**src/rtl/nco_pkg.sv**
```systemverilog
package nco_pkg;

    localparam int NCO_ACC_W = 32;
    localparam int NCO_OFS_W = 8;
    localparam int NCO_TAPS  = 4;

    typedef enum logic [1:0] {
        SLOT_Q1   = 2'd0,
        SLOT_Q2   = 2'd1,
        SLOT_Q3   = 2'd2,
        SLOT_FULL = 2'd3
    } slot_e;

endpackage

```
**src/rtl/nco_tune_store.sv**
```systemverilog
module nco_tune_store #(
    parameter int ACC_W = nco_pkg::NCO_ACC_W
) (
    input  logic               clk,
    input  logic               rst,
    input  logic               load,
    input  logic [ACC_W-1:0]   word,
    output logic [ACC_W-1:0]   n_q,
    output logic [3*ACC_W-1:0] frac_q
);

    logic [ACC_W-1:0] quarter_w;
    logic [ACC_W-1:0] half_w;
    logic [ACC_W-1:0] three_q_w;

    // fractions by shift, three quarters with one adder
    always_comb begin
        quarter_w = word >> 2;
        half_w    = word >> 1;
        three_q_w = quarter_w + half_w;
    end

    always_ff @(posedge clk) begin
        if (rst) begin
            n_q    <= '0;
            frac_q <= '0;
        end else if (load) begin
            n_q    <= word;
            frac_q <= {three_q_w, half_w, quarter_w};
        end
    end

    logic chk_armed;
    always_ff @(posedge clk) begin
        if (rst) chk_armed <= 1'b1;
    end


    tune_capture_chk: assert property (@(posedge clk) disable iff (rst || !chk_armed)
        load |=> (n_q == $past(word)));


    tune_frac_chk: assert property (@(posedge clk) disable iff (rst || !chk_armed)
        load |=> ((frac_q[ACC_W-1:0] == (n_q >> 2)) &&
                  (frac_q[2*ACC_W-1:ACC_W] == (n_q >> 1))));


    tune_hold_chk: assert property (@(posedge clk) disable iff (rst || !chk_armed)
        !load |=> $stable(n_q));

endmodule

```
**src/rtl/nco_phase_core.sv**
```systemverilog
module nco_phase_core #(
    parameter int ACC_W = nco_pkg::NCO_ACC_W,
    parameter int OFS_W = nco_pkg::NCO_OFS_W
) (
    input  logic               clk,
    input  logic               rst,
    input  logic [ACC_W-1:0]   n_in,
    input  logic [3*ACC_W-1:0] frac_in,
    output logic               clk_out,
    output logic [3:0]         tap_now,
    output logic [3:0]         phase_q
);

    localparam int TOP = ACC_W - 1;

    logic [ACC_W-1:0] acc_q;
    logic [ACC_W-1:0] acc_nx;

    assign acc_nx = acc_q + n_in;

    // narrow offset adders: only the top OFS_W bits of each operand
    for (genvar k = 0; k < 3; k++) begin : g_off
        logic [OFS_W-1:0] hi_sum;
        assign hi_sum     = acc_q[TOP -: OFS_W] + frac_in[k*ACC_W + TOP -: OFS_W];
        assign tap_now[k] = hi_sum[OFS_W-1];
    end
    assign tap_now[3] = acc_nx[TOP];

    always_ff @(posedge clk) begin
        if (rst) begin
            acc_q   <= '0;
            phase_q <= '0;
        end else begin
            acc_q   <= acc_nx;
            phase_q <= tap_now;
        end
    end

    assign clk_out = acc_q[TOP];

    logic chk_armed;
    always_ff @(posedge clk) begin
        if (rst) chk_armed <= 1'b1;
    end


    acc_step_chk: assert property (@(posedge clk) disable iff (rst || !chk_armed)
        1'b1 |=> (acc_q == $past(acc_q) + $past(n_in)));


    zero_word_chk: assert property (@(posedge clk) disable iff (rst || !chk_armed)
        (n_in == '0) |=> $stable(clk_out));

endmodule

```
**src/rtl/nco_slot_fsm.sv**
```systemverilog
module nco_slot_fsm
    import nco_pkg::*;
(
    input  logic       clk,
    input  logic       rst,
    input  logic [3:0] tap_now,
    output logic [1:0] slot,
    output logic       ser_bit
);

    slot_e state_q;
    slot_e state_nx;
    logic  pick;

    // state register
    always_ff @(posedge clk) begin
        if (rst) state_q <= SLOT_Q1;
        else     state_q <= state_nx;
    end

    // transitions: earliest tap to latest, then wrap
    always_comb begin
        unique case (state_q)
            SLOT_Q1:   state_nx = SLOT_Q2;
            SLOT_Q2:   state_nx = SLOT_Q3;
            SLOT_Q3:   state_nx = SLOT_FULL;
            SLOT_FULL: state_nx = SLOT_Q1;
        endcase
    end

    always_comb begin
        unique case (state_q)
            SLOT_Q1:   pick = tap_now[0];
            SLOT_Q2:   pick = tap_now[1];
            SLOT_Q3:   pick = tap_now[2];
            SLOT_FULL: pick = tap_now[3];
        endcase
    end

    // output register
    always_ff @(posedge clk) begin
        if (rst) ser_bit <= 1'b0;
        else     ser_bit <= pick;
    end

    assign slot = state_q;

    logic chk_armed;
    always_ff @(posedge clk) begin
        if (rst) chk_armed <= 1'b1;
    end


    slot_step_chk: assert property (@(posedge clk) disable iff (rst || !chk_armed)
        1'b1 |=> (slot == 2'($past(slot) + 2'd1)));

endmodule

```
**src/rtl/nco_quad_clkgen.sv**
```systemverilog
module nco_quad_clkgen #(
    parameter int ACC_W = nco_pkg::NCO_ACC_W,
    parameter int OFS_W = nco_pkg::NCO_OFS_W
) (
    input  logic             clk,
    input  logic             rst,
    input  logic             tune_load,
    input  logic [ACC_W-1:0] tune_word,
    output logic             clk_out,
    output logic [3:0]       phase_bits,
    output logic             ser_bit,
    output logic [1:0]       ser_slot
);

    logic [ACC_W-1:0]   n_q;
    logic [3*ACC_W-1:0] frac_q;
    logic [3:0]         tap_now;

    nco_tune_store #(.ACC_W(ACC_W)) u_tune (
        .clk    (clk),
        .rst    (rst),
        .load   (tune_load),
        .word   (tune_word),
        .n_q    (n_q),
        .frac_q (frac_q)
    );

    nco_phase_core #(.ACC_W(ACC_W), .OFS_W(OFS_W)) u_core (
        .clk     (clk),
        .rst     (rst),
        .n_in    (n_q),
        .frac_in (frac_q),
        .clk_out (clk_out),
        .tap_now (tap_now),
        .phase_q (phase_bits)
    );

    nco_slot_fsm u_slot (
        .clk     (clk),
        .rst     (rst),
        .tap_now (tap_now),
        .slot    (ser_slot),
        .ser_bit (ser_bit)
    );

    logic chk_armed;
    always_ff @(posedge clk) begin
        if (rst) chk_armed <= 1'b1;
    end


    ser_align_chk: assert property (@(posedge clk) disable iff (rst || !chk_armed)
        ser_bit == phase_bits[2'(ser_slot - 2'd1)]);

endmodule

```
**config.mk**
```make
export PLATFORM = sky130hd
export DESIGN_NAME = nco_quad_clkgen
export DESIGN_NICKNAME = d
export VERILOG_FILES = /design/src/rtl/nco_pkg.sv /design/src/rtl/nco_tune_store.sv /design/src/rtl/nco_phase_core.sv /design/src/rtl/nco_slot_fsm.sv /design/src/rtl/nco_quad_clkgen.sv
export SDC_FILE = /design/constraint.sdc
export NUM_CORES = 1
export LEC_CHECK = 0
export CAP_MARGIN = 30
export CELL_PAD_IN_SITES_DETAIL_PLACEMENT = 2
export CELL_PAD_IN_SITES_GLOBAL_PLACEMENT = 2
export CORE_UTILIZATION = 40
export CTS_BUF_LIST = sky130_fd_sc_hd__clkbuf_4
export CTS_CLUSTER_DIAMETER = 50
export CTS_CLUSTER_SIZE = 30
export DETAILED_ROUTE_END_ITERATION = 10
export DONT_BUFFER_PORTS = 1
export HOLD_SLACK_MARGIN = 0.03
export PLACE_DENSITY_LB_ADDON = 0.1
export RECOVER_POWER = 100
export SYNTH_ARGS = -nofsm -noshare
export SYNTH_HDL_FRONTEND = slang
export SYNTH_SLANG_ARGS = --single-unit
```
**constraint.sdc**
```tcl
create_clock -name clk -period 6.2 [get_ports clk]
set_clock_uncertainty 0.1 [all_clocks]
set_input_delay 1.24 -clock clk [delete_from_list [all_inputs] [get_ports clk]]
set_output_delay 1.24 -clock clk [all_outputs]
set_load 0.02 [all_outputs]
```
==> results of run 1 <==
==> worst max-delay path, stage by stage (launching register included) <==
cell	delay (ns)
dfxtp_1	0.34
ha_1	0.38
a21o_1	0.21
a21o_1	0.17
a221o_1	0.34
a31oi_1	0.30
a22oi_1	0.24
o31ai_1	0.87
o311ai_0	0.26
a21oi_1	0.26
mux2_2	0.35
==> where the power goes <==
part           switching [mW]  internal (mW)
Combinational           0.165          0.139
Clock                   0.173         0.0720
Sequential             0.0508          0.553
==> layout make-up <==
| class | count | area (µm²) | area share |
|---|---|---|---|
| inverter | 17 | 63.8 | 0.0120 |
| clock inverter | 4 | 17.5 | 0.00331 |
| tap | 168 | 210 | 0.0397 |
| clock buffer | 9 | 67.6 | 0.0128 |
| sequential | 78 | 1560 | 0.295 |
| multi-input combinational | 452 | 3380 | 0.637 |
==> routing by layer <==
metal | vias to the layer above | GRT usage | part of all wire
met1 | 2005 | 0.240 | 0.44
met3 | 11 | 0.0569 | 0.029
met4 | 0 | 0.0537 | 0.011
li1 | 2017 | - | -
met2 | 33 | 0.418 | 0.52
met5 | - | 0 | 0
==> worst paths after layout <==
kind / from / to / slack, ns / cells past startpoint
max reg2reg: u_tune.n_q[10] / u_core.acc_q[27] / 2.28 / 10
min reg2reg: u_tune.frac_q[92] / u_tune.frac_q[92] / 0.39 / 2
min: u_tune.frac_q[92] / u_tune.frac_q[92] / 0.39 / 2
max: u_tune.n_q[10] / u_core.acc_q[27] / 2.28 / 10
==> metrics by stage <==
step	area [µm²]	power, mW	instances
after floorplan	5120	0.861	563
after global placement	5270	0.902	715
after detailed placement	5270	0.929	715
after CTS	5350	1.18	728
after global routing	5300	1.24	728
final	5300	1.15	728
==> cells in the mapped netlist, types with 12 or more instances <==
library cell | n | area (µm²)
nor2_1 | 84 | 315
ha_1 | 83 | 1040
dfxtp_1 | 78 | 1560
a21oi_1 | 39 | 195
mux2i_1 | 37 | 370
nand2_1 | 26 | 97.6
a21o_1 | 19 | 143
xnor2_1 | 19 | 166
inv_1 | 17 | 63.8
o21ai_0 | 16 | 80.1
xor2_1 | 15 | 131
nand3_1 | 13 | 65.1
clkbuf_1 | 12 | 45.0
==> cells by family after synthesis <==
logic type / Yosys count / synth area share
AND/OR/NAND/NOR: 162 / 0.143
flip-flops: 78 / 0.305
buffers and inverters: 33 / 0.0249
adder cells (fa/ha/maj): 84 / 0.207
XOR/XNOR: 34 / 0.0581
multiplexers: 38 / 0.0745
AO/OA/AOI/OAI: 134 / 0.188
==> flip-flops by register name, indices dropped and copies added, names as in the netlist <==
register        cells
u_slot.slot         2
u_slot.ser_bit      1
u_tune.n_q         31
u_core.phase_q      3
u_tune.frac_q       9
u_core.acc_q       32
==> summary.txt, run 1 <==
vias in the first global route: 4641
Area Overhead vs Synth: 3.42%
worst vdd ir: 0.000126 V
crit path DAT: 4.17 ns
kind of critical path: reg2reg
PwrDens: 218 mW/mm²
ANT nets after route: 0
final critical-path share of the clock period: 0.633
drt first pass iters: 4
max_cap viols: 0
Final GP Congestion: 0.816
f_max: 255 MHz
commonest non-fill, non-tap cell in the layout: nor2_1
Mapped Cells: 563
antenna violations before repair: 0
RSZ-0062 raised after global routing: no
CTS tree: built
IO Pins: 43
CTS Buffer Depth: 2
Syn Std Cell Area: 0.00512 mm²
Most used DFF post-synth: dfxtp_1
critical path required time: 6.45 ns
final hold violation count: 0
Routed Wire Length: 13.0 mm
total die area: 0.0133 mm²
hold_ws: 0.391 ns
Core Region: 0.0123 mm²
FP Rows: 40
Die Y: 115 µm
routed length per placed instance: 17.9 µm
min Tclk post-route: 3.92 ns
clk slew on worst S/H paths: 0.12 ns
Detailed Route Iter0 Violations: 122
Post-CTS Setup Bufs: 0
syn nets: 682
Vias/cell: 5.59
total global routing overflow: 0
GRT Total Usage: 0.219
# diodes: 0
Post-synth EDFFs: 0
Ys Warns: 0
Post-DP HPWL: 10.1 mm
Final Core Density: 0.432
post-CTS resize count: 0
DRC Markers: 0
register area share after synthesis: 0.305
CTS Buf Count: 9
CTS Sinks: 78
Synth Area per Inst: 9.10 µm²
share of layout cells above drive strength 1: 0.0464
largest net degree at the start of global routing: 81
commonest non-fill, non-tap cells in the layout: nor2_1 (84), ha_1 (83), dfxtp_1 (78)
root buf cell: clkbuf_4
Worst setup EP type: flop
Layout Nets: 677
worst hold-check path type: reg2reg
Die W: 115 µm
Slew Viols, Final: 0
setup_tns: 0 ns
Post-synth ARST share: 0
Worst Max-Slew Pin Slew: 0.970 ns
maximum fanout along the worst path: 6
Starting Density: 0.418
Post-Place Worst Slack: 2.20 ns
H-tree Lvls: 3
first-pass GRT wire length: 22.5 mm
# fillers: 1399
CP startpoint kind: flop
port bufs: 0
leakage power: 2.51 nW
worst setup margin: 2.28 ns
# setup viols final: 0
Clk Latency, worst-skew pair: 0.45 ns
number of synthesized register bits: 78
Slew HR: 0.348
post-synthesis cell type count: 62
status: complete, no violations
post-cts hold buffer count: 0
via count: 4066
Note: power is estimated with default switching activity, not from simulation.
==> run 2: changes to the inputs <==
ABC_AREA = 1   (was default)
CORE_UTILIZATION = 37   (was 40)
clock period = 3.7 ns   (was 6.2 ns; I/O delays follow)
==> summary.txt, run 2 <==
grt met1 use: 0.303 (+0.0629)
status: complete, no violations
CTS Buffer Depth: 2 (unchanged)
DRC Markers: 0 (unchanged)
Synth Area in Compound Gates: 0.194 (+0.00544)
RSZ-0062 raised after global routing: no
Area Overhead vs Synth: 5.42%
Synth Area in Simple Gates: 0.311 (+0.168)
PwrDens: 367 mW/mm² (+68%)
FP Rows: 46 (+15%)
number of synthesized register bits: 78 (unchanged)
CP bufs+invs: 1 (+1)
crit path DAT: 2.69 ns (-1.48 ns)
top flop regs: u_core.acc_q x32, u_tune.n_q x31, u_tune.frac_q x9
Post-DP HPWL: 18.4 mm (+82%)
final hold violation count: 0 (unchanged)
Most used DFF post-synth: dfxtp_1
# setup viols final: 0 (unchanged)
Vias/cell: 5.45 (-2.5%)
Post-Place Worst Slack: 1.09 ns (-1.10 ns)
Synth area leader: dfxtp_1
f_max: 416 MHz (+63%)
setup_tns: 0 ns (unchanged)
vias in the first global route: 7215 (+55%)
via count: 6385 (+57%)
Die Y: 131 µm (+14%)
Detailed Route Iter0 Violations: 170 (+39%)
top-count cell post-synth: nand2_1
final critical-path share of the clock period: 0.650 (+0.0167)
CP startpoint kind: flop
register area share after synthesis: 0.254 (-0.0506)
critical path required time: 3.99 ns (-2.46 ns)
commonest non-fill, non-tap cells in the layout: nand2_1 (216), nor2_1 (173), a21oi_1 (99)
root buf cell: clkbuf_4
drt first pass iters: 4 (unchanged)
Adder-Cell Fraction of Synth Area: 0.172 (-0.0343)
total global routing overflow: 0 (unchanged)
share of layout cells above drive strength 1: 0.0251 (-0.0213)
IO Pins: 43 (unchanged)
maximum fanout along the worst path: 4 (-2)
Post-synth ARST share: 0 (unchanged)
# diodes: 0 (unchanged)
ANT nets after route: 0 (unchanged)
xor/xnor share of the synthesized area: 0.00428 (-0.0539)
top cells by area, synth: dfxtp_1 (25%), ha_1 (17%), nand2_1 (13%), nor2_1 (11%), a21oi_1 (8.0%)
Syn Std Cell Area: 0.00614 mm² (+20%)
largest net degree at the start of global routing: 49 (-40%)
total die area: 0.0171 mm² (+29%)
met2 Usage GRT: 0.533 (+0.114)
CTS Sinks: 78 (unchanged)
Die W: 131 µm (+14%)
antenna violations before repair: 0 (unchanged)
syn nets: 1073 (+57%)
port bufs: 0 (unchanged)
Ys Warns: 0 (unchanged)
routed length per placed instance: 18.8 µm (+4.9%)
CP max stage delay: 0.37 ns (-0.50 ns)
largest family of logic cells by synthesized area: simple AND/OR/NAND/NOR gates
worst vdd ir: 0.000284 V (+130%)
post-CTS resize count: 0 (unchanged)
post-synthesis cell type count: 39 (-37%)
Mapped Cells: 954 (+69%)
worst hold-check path type: in2reg
post-layout power: 2.37 mW (+110%)
busiest grt layer: met2
Post-synth EDFFs: 0 (unchanged)
GRT Total Usage: 0.275 (+0.0560)
Layout Nets: 1070 (+58%)
Yosys top cell area share: 0.254 (-0.0506)
Worst Max-Slew Pin Slew: 1.12 ns (+0.147 ns)
CTS tree: built
max_cap viols: 0 (unchanged)
Final GP Congestion: 0.842 (+3.1%)
Synth Area per Inst: 6.44 µm² (-29%)
post-cts hold buffer count: 0 (unchanged)
leakage power: 3.27 nW (+31%)
Slew HR: 0.255 (-0.0926)
H-tree Lvls: 3 (unchanged)
max reg flops: 32 (unchanged)
Routed Wire Length: 22.0 mm (+69%)
Core Region: 0.0161 mm² (+31%)
Worst setup EP type: flop
commonest non-fill, non-tap cell in the layout: nand2_1
clk slew on worst S/H paths: 0.16 ns (+0.04 ns)
CTS Buf Count: 9 (unchanged)
met3 usage: 0.0428 (-0.0142)
kind of critical path: reg2reg
min Tclk post-route: 2.40 ns (-1.52 ns)
Clk Latency, worst-skew pair: 0.48 ns (+0.03 ns)
Largest Register: u_core.acc_q
Final Core Density: 0.403 (-0.0288)
Starting Density: 0.382 (-0.0352)
crit path cell chain: ha_1 -> a21oi_1 -> nand2_1 -> a21oi_1 -> nor2_1 -> nor2_1 -> inv_2 -> a21oi_1 -> nand2_1 -> nand2_1 -> nor2_1
Slew Viols, Final: 0 (unchanged)
CP top delay family: compound AO/OA/AOI/OAI gates
first-pass GRT wire length: 36.1 mm (+60%)
top post-synthesis cells by count: nand2_1 (216), nor2_1 (172), a21oi_1 (98)
post-synthesis mux area share: 0 (-0.0745)
hold_ws: 0.203 ns (-0.188 ns)
worst setup margin: 1.30 ns (-0.980 ns)
Post-CTS Setup Bufs: 0 (unchanged)
Slowest-stage cell, CP: a21oi_1
run 2: metrics by stage:
step / instance area [µm²] / instances
floorplan: 6140 / 954
global placement: 6360 / 1155
detailed placement: 6380 / 1156
CTS: 6510 / 1172
global route: 6470 / 1172
finish: 6470 / 1172
run 2: kinds of logic after synthesis:
group / count (synthesis)
AND/OR/NAND/NOR: 468
AO/OA/AOI/OAI: 217
adder cells (fa/ha/maj): 84
flip-flops: 78
buffers and inverters: 104
XOR/XNOR: 3
run 2: layout make-up:
cell class	count	area, µm²
fillers	2050	9580
multi-input cells	772	4180
clock buffers	9	67.6
flip-flops and latches	78	1560
well taps	216	270
repair buffers	3	15.0
inverters	87	327
clock inverters	7	55.1
run 2: worst register-to-register path, delay by kind of cell, from the launching register on:
family          cells  cell delay [ns]
fa+ha+maj           1             0.36
simple gates        6             0.64
flops               1             0.35
compound gates      3             0.81
buf+inv             1             0.07
run 2: per-layer routing:
metal | vias to the layer above | wire length [µm]
met1 | 3098 | 9210
met4 | 0 | 578
li1 | 3168 | -
met2 | 86 | 11600
met5 | - | 0
met3 | 33 | 582
run 2: power by group:
| group | internal, mW | leakage (nW) | switching, mW | total (mW) |
|---|---|---|---|---|
| Combinational | 0.285 | 2.56 | 0.539 | 0.824 |
| Clock | 0.145 | 0.0633 | 0.360 | 0.505 |
| Sequential | 0.941 | 0.647 | 0.103 | 1.04 |
run 2: final timing paths:
check / start / to / slack (ns) / depth (start not counted)
worst max-delay path: u_tune.n_q[2] / u_core.acc_q[25] / 1.30 / 11
worst min-delay path: rst / u_core.acc_q[17] / 0.20 / 1
worst max register to register: u_tune.n_q[2] / u_core.acc_q[25] / 1.30 / 11
worst min register to register: u_tune.n_q[24] / u_tune.n_q[24] / 0.44 / 2
==> run 3: changes to the inputs <==
CORE_UTILIZATION = 33   (was 37)
clock period = 1.9 ns   (was 3.7 ns; I/O delays follow)
==> summary.txt, run 3 (same netlist as run 2, synthesis figures left out) <==
Routed Wire Length: 37.9 mm (+72%)
routed length per placed instance: 27.9 µm (+49%)
root buf cell: clkbuf_4
busiest grt layer: met2
worst vdd ir: 0.000507 V (+79%)
CTS Buffer Depth: 2 (unchanged)
Core Region: 0.0181 mm² (+13%)
setup_tns: -6.34 ns (-6.34 ns)
Sw Pwr: 2.79 mW (+180%)
CTS tree: built
FP Rows: 49 (+6.5%)
Clk Latency, worst-skew pair: 0.53 ns (+0.05 ns)
hold_ws: 0.0456 ns (-0.158 ns)
via count: 7962 (+25%)
Die W: 138 µm (+5.8%)
# setup viols final: 30 (+30)
worst hold-check path type: in2reg
Final Instance Area: 0.00887 mm² (+37%)
grt met1 use: 0.352 (+0.0489)
CP bufs+invs: 3 (+2)
met2 Usage GRT: 0.620 (+0.0873)
max_cap viols: 0 (unchanged)
Final GP Congestion: 0.866 (+2.9%)
vias in the first global route: 8764 (+21%)
Slew HR: 0.263 (+0.00771)
ANT nets after route: 0 (unchanged)
Slew Viols, Final: 0 (unchanged)
Hold Crit Start: tune_word[31]
post-layout power: 6.25 mW (+160%)
largest net degree at the start of global routing: 55 (+12%)
H-tree Lvls: 3 (unchanged)
commonest non-fill, non-tap cell in the layout: nand2_1
Slowest-stage cell, CP: dfxtp_2
drt first pass iters: 8 (+4)
part of the power in combinational logic: 0.482 (+0.135)
Crit. path cell count: 10 (-1)
clk slew on worst S/H paths: 0.18 ns (+0.02 ns)
met3 usage: 0.0530 (+0.0102)
Worst R2R Path Depth: 10 (-1)
Seq pwr share: 0.334 (-0.106)
worst r2r src: u_tune.n_q[2]
kind of critical path: reg2reg
# fillers: 2098 (+2.3%)
max reg flops: 32 (unchanged)
FF+latch area: 0.00161 mm² (+3.1%)
top flop regs: u_core.acc_q x32, u_tune.n_q x31, u_tune.frac_q x9
Post-Place Worst Slack: -0.358 ns (-1.45 ns)
Sw Share: 0.447 (+0.0244)
Internal Power: 3.46 mW (+150%)
Cells after DPL: 1286 (+11%)
antenna violations before repair: 1 (+1)
total global routing overflow: 0 (unchanged)
Post-DP HPWL: 20.3 mm (+10%)
Final Core Density: 0.490 (+0.0872)
GRT Total Usage: 0.329 (+0.0536)
Starting Density: 0.340 (-0.0429)
maximum fanout along the worst path: 3 (-1)
crit path from: u_tune.n_q[2]
CTS Buf Count: 9 (unchanged)
DRC Markers: 8 (+8)
port bufs: 0 (unchanged)
most used cell, CP: buf_4
Clk pwr share: 0.184 (-0.029)
area taken by multi-input logic gates: 0.00506 mm² (+21%)
Largest Register: u_core.acc_q
Die Y: 138 µm (+5.8%)
final hold violation count: 0 (unchanged)
CTS Sinks: 78 (unchanged)
CP startpoint kind: flop
Area Overhead vs Synth: 44.4%
CP max stage delay: 0.39 ns (+0.02 ns)
Vias/cell: 5.87 (+7.7%)
CP top delay family: compound AO/OA/AOI/OAI gates
placed standard-cell area: 0.00728 mm² (+14%)
final critical-path share of the clock period: 1.17 (+0.523)
Worst Max-Slew Pin Slew: 1.10 ns (-0.0152 ns)
crit path DAT: 2.49 ns (-0.20 ns)
RSZ-0062 raised after global routing: yes
commonest non-fill, non-tap cells in the layout: nand2_1 (177), nor2_1 (149), buf_4 (135)
min Tclk post-route: 2.23 ns (-0.176 ns)
share of layout cells above drive strength 1: 0.293 (+0.268)
Final Instance Count excl. Fillers: 1357 (+16%)
IO Pins: 43 (unchanged)
Layout Nets: 1242 (+16%)
crit path cell chain: ha_4 -> a21oi_4 -> nand2_4 -> nand2_1 -> nand2_2 -> buf_4 -> buf_4 -> buf_4 -> o21ai_0 -> a21oi_1
leakage power: 4.24 nW (+29%)
Detailed Route Iter0 Violations: 332 (+95%)
status: finished, violations left
hold path cells: 4 (+3)
failing checks: design-rule violations, negative setup slack
total die area: 0.0192 mm² (+12%)
critical path required time: 2.17 ns (-1.82 ns)
f_max: 449 MHz (+7.9%)
Worst setup EP type: flop
first-pass GRT wire length: 48.6 mm (+35%)
worst setup margin: -0.327 ns (-1.62 ns)
PwrDens: 705 mW/mm² (+92%)
-- run 3: cell types whose count changed in the layout (fill, tap and decap cells not counted), moves of 23 or more --
cell / delta
dfxtp_1: -23
nand2_2: +31
dlygate4sd3_1: +35
buf_4: +134
nand2_1: -39
a21oi_1: -24
ha_4: +25
ha_1: -25
nor2_1: -24
-- run 3: worst reg2reg max path, stage by stage, from the launching register on --
cell,delay [ns]
dfxtp_2,0.39
ha_4,0.28
a21oi_4,0.17
nand2_4,0.10
nand2_1,0.11
nand2_2,0.11
buf_4,0.15
buf_4,0.12
buf_4,0.14
o21ai_0,0.29
a21oi_1,0.12
-- run 3: area by class of cell --
| cell class | instances | area share |
|---|---|---|
| Tap cell | 229 | 0.0323 |
| Antenna cell | 1 | 0.000282 |
| Inverter | 87 | 0.0371 |
| Clock buffer | 9 | 0.00762 |
| Multi-Input combinational cell | 772 | 0.571 |
| Timing Repair Buffer | 175 | 0.163 |
| Sequential cell | 78 | 0.182 |
| Clock inverter | 6 | 0.00705 |
-- run 3: final timing paths --
kind / slack [ns] / to
max: -0.33 / u_core.acc_q[7]
min: 0.05 / u_tune.frac_q[94]
max reg2reg: -0.33 / u_core.acc_q[7]
min reg2reg: 0.47 / u_tune.n_q[14]
-- run 3: repair_timing --
item / CTS / global route
setup endpoints to repair: 25 / 29
buffers inserted: 7 / 12
hold buffers: 36 / 0
cloned: 0 / 0
endpoints found under the hold margin: 50 / 0
resized for setup: 132 / 92
pin swaps: 20 / 26
-- run 3: layer usage --
layer / part of all wire / wire length (µm)
met1: 0.36 / 13800
met2: 0.51 / 19400
met3: 0.046 / 1760
met4: 0.079 / 3000
met5: 0 / 0
-- run 3: power by group through the flow --
stage | Combinational, mW | Sequential (mW) | Clock (mW)
global route | 3.16 | 2.09 | 1.22
detailed placement | 2.11 | 2.04 | 0
global placement | 1.95 | 2.03 | 0
finish | 3.01 | 2.08 | 1.15
CTS | 2.50 | 2.06 | 1.12
floorplan | 1.19 | 2.00 | 0
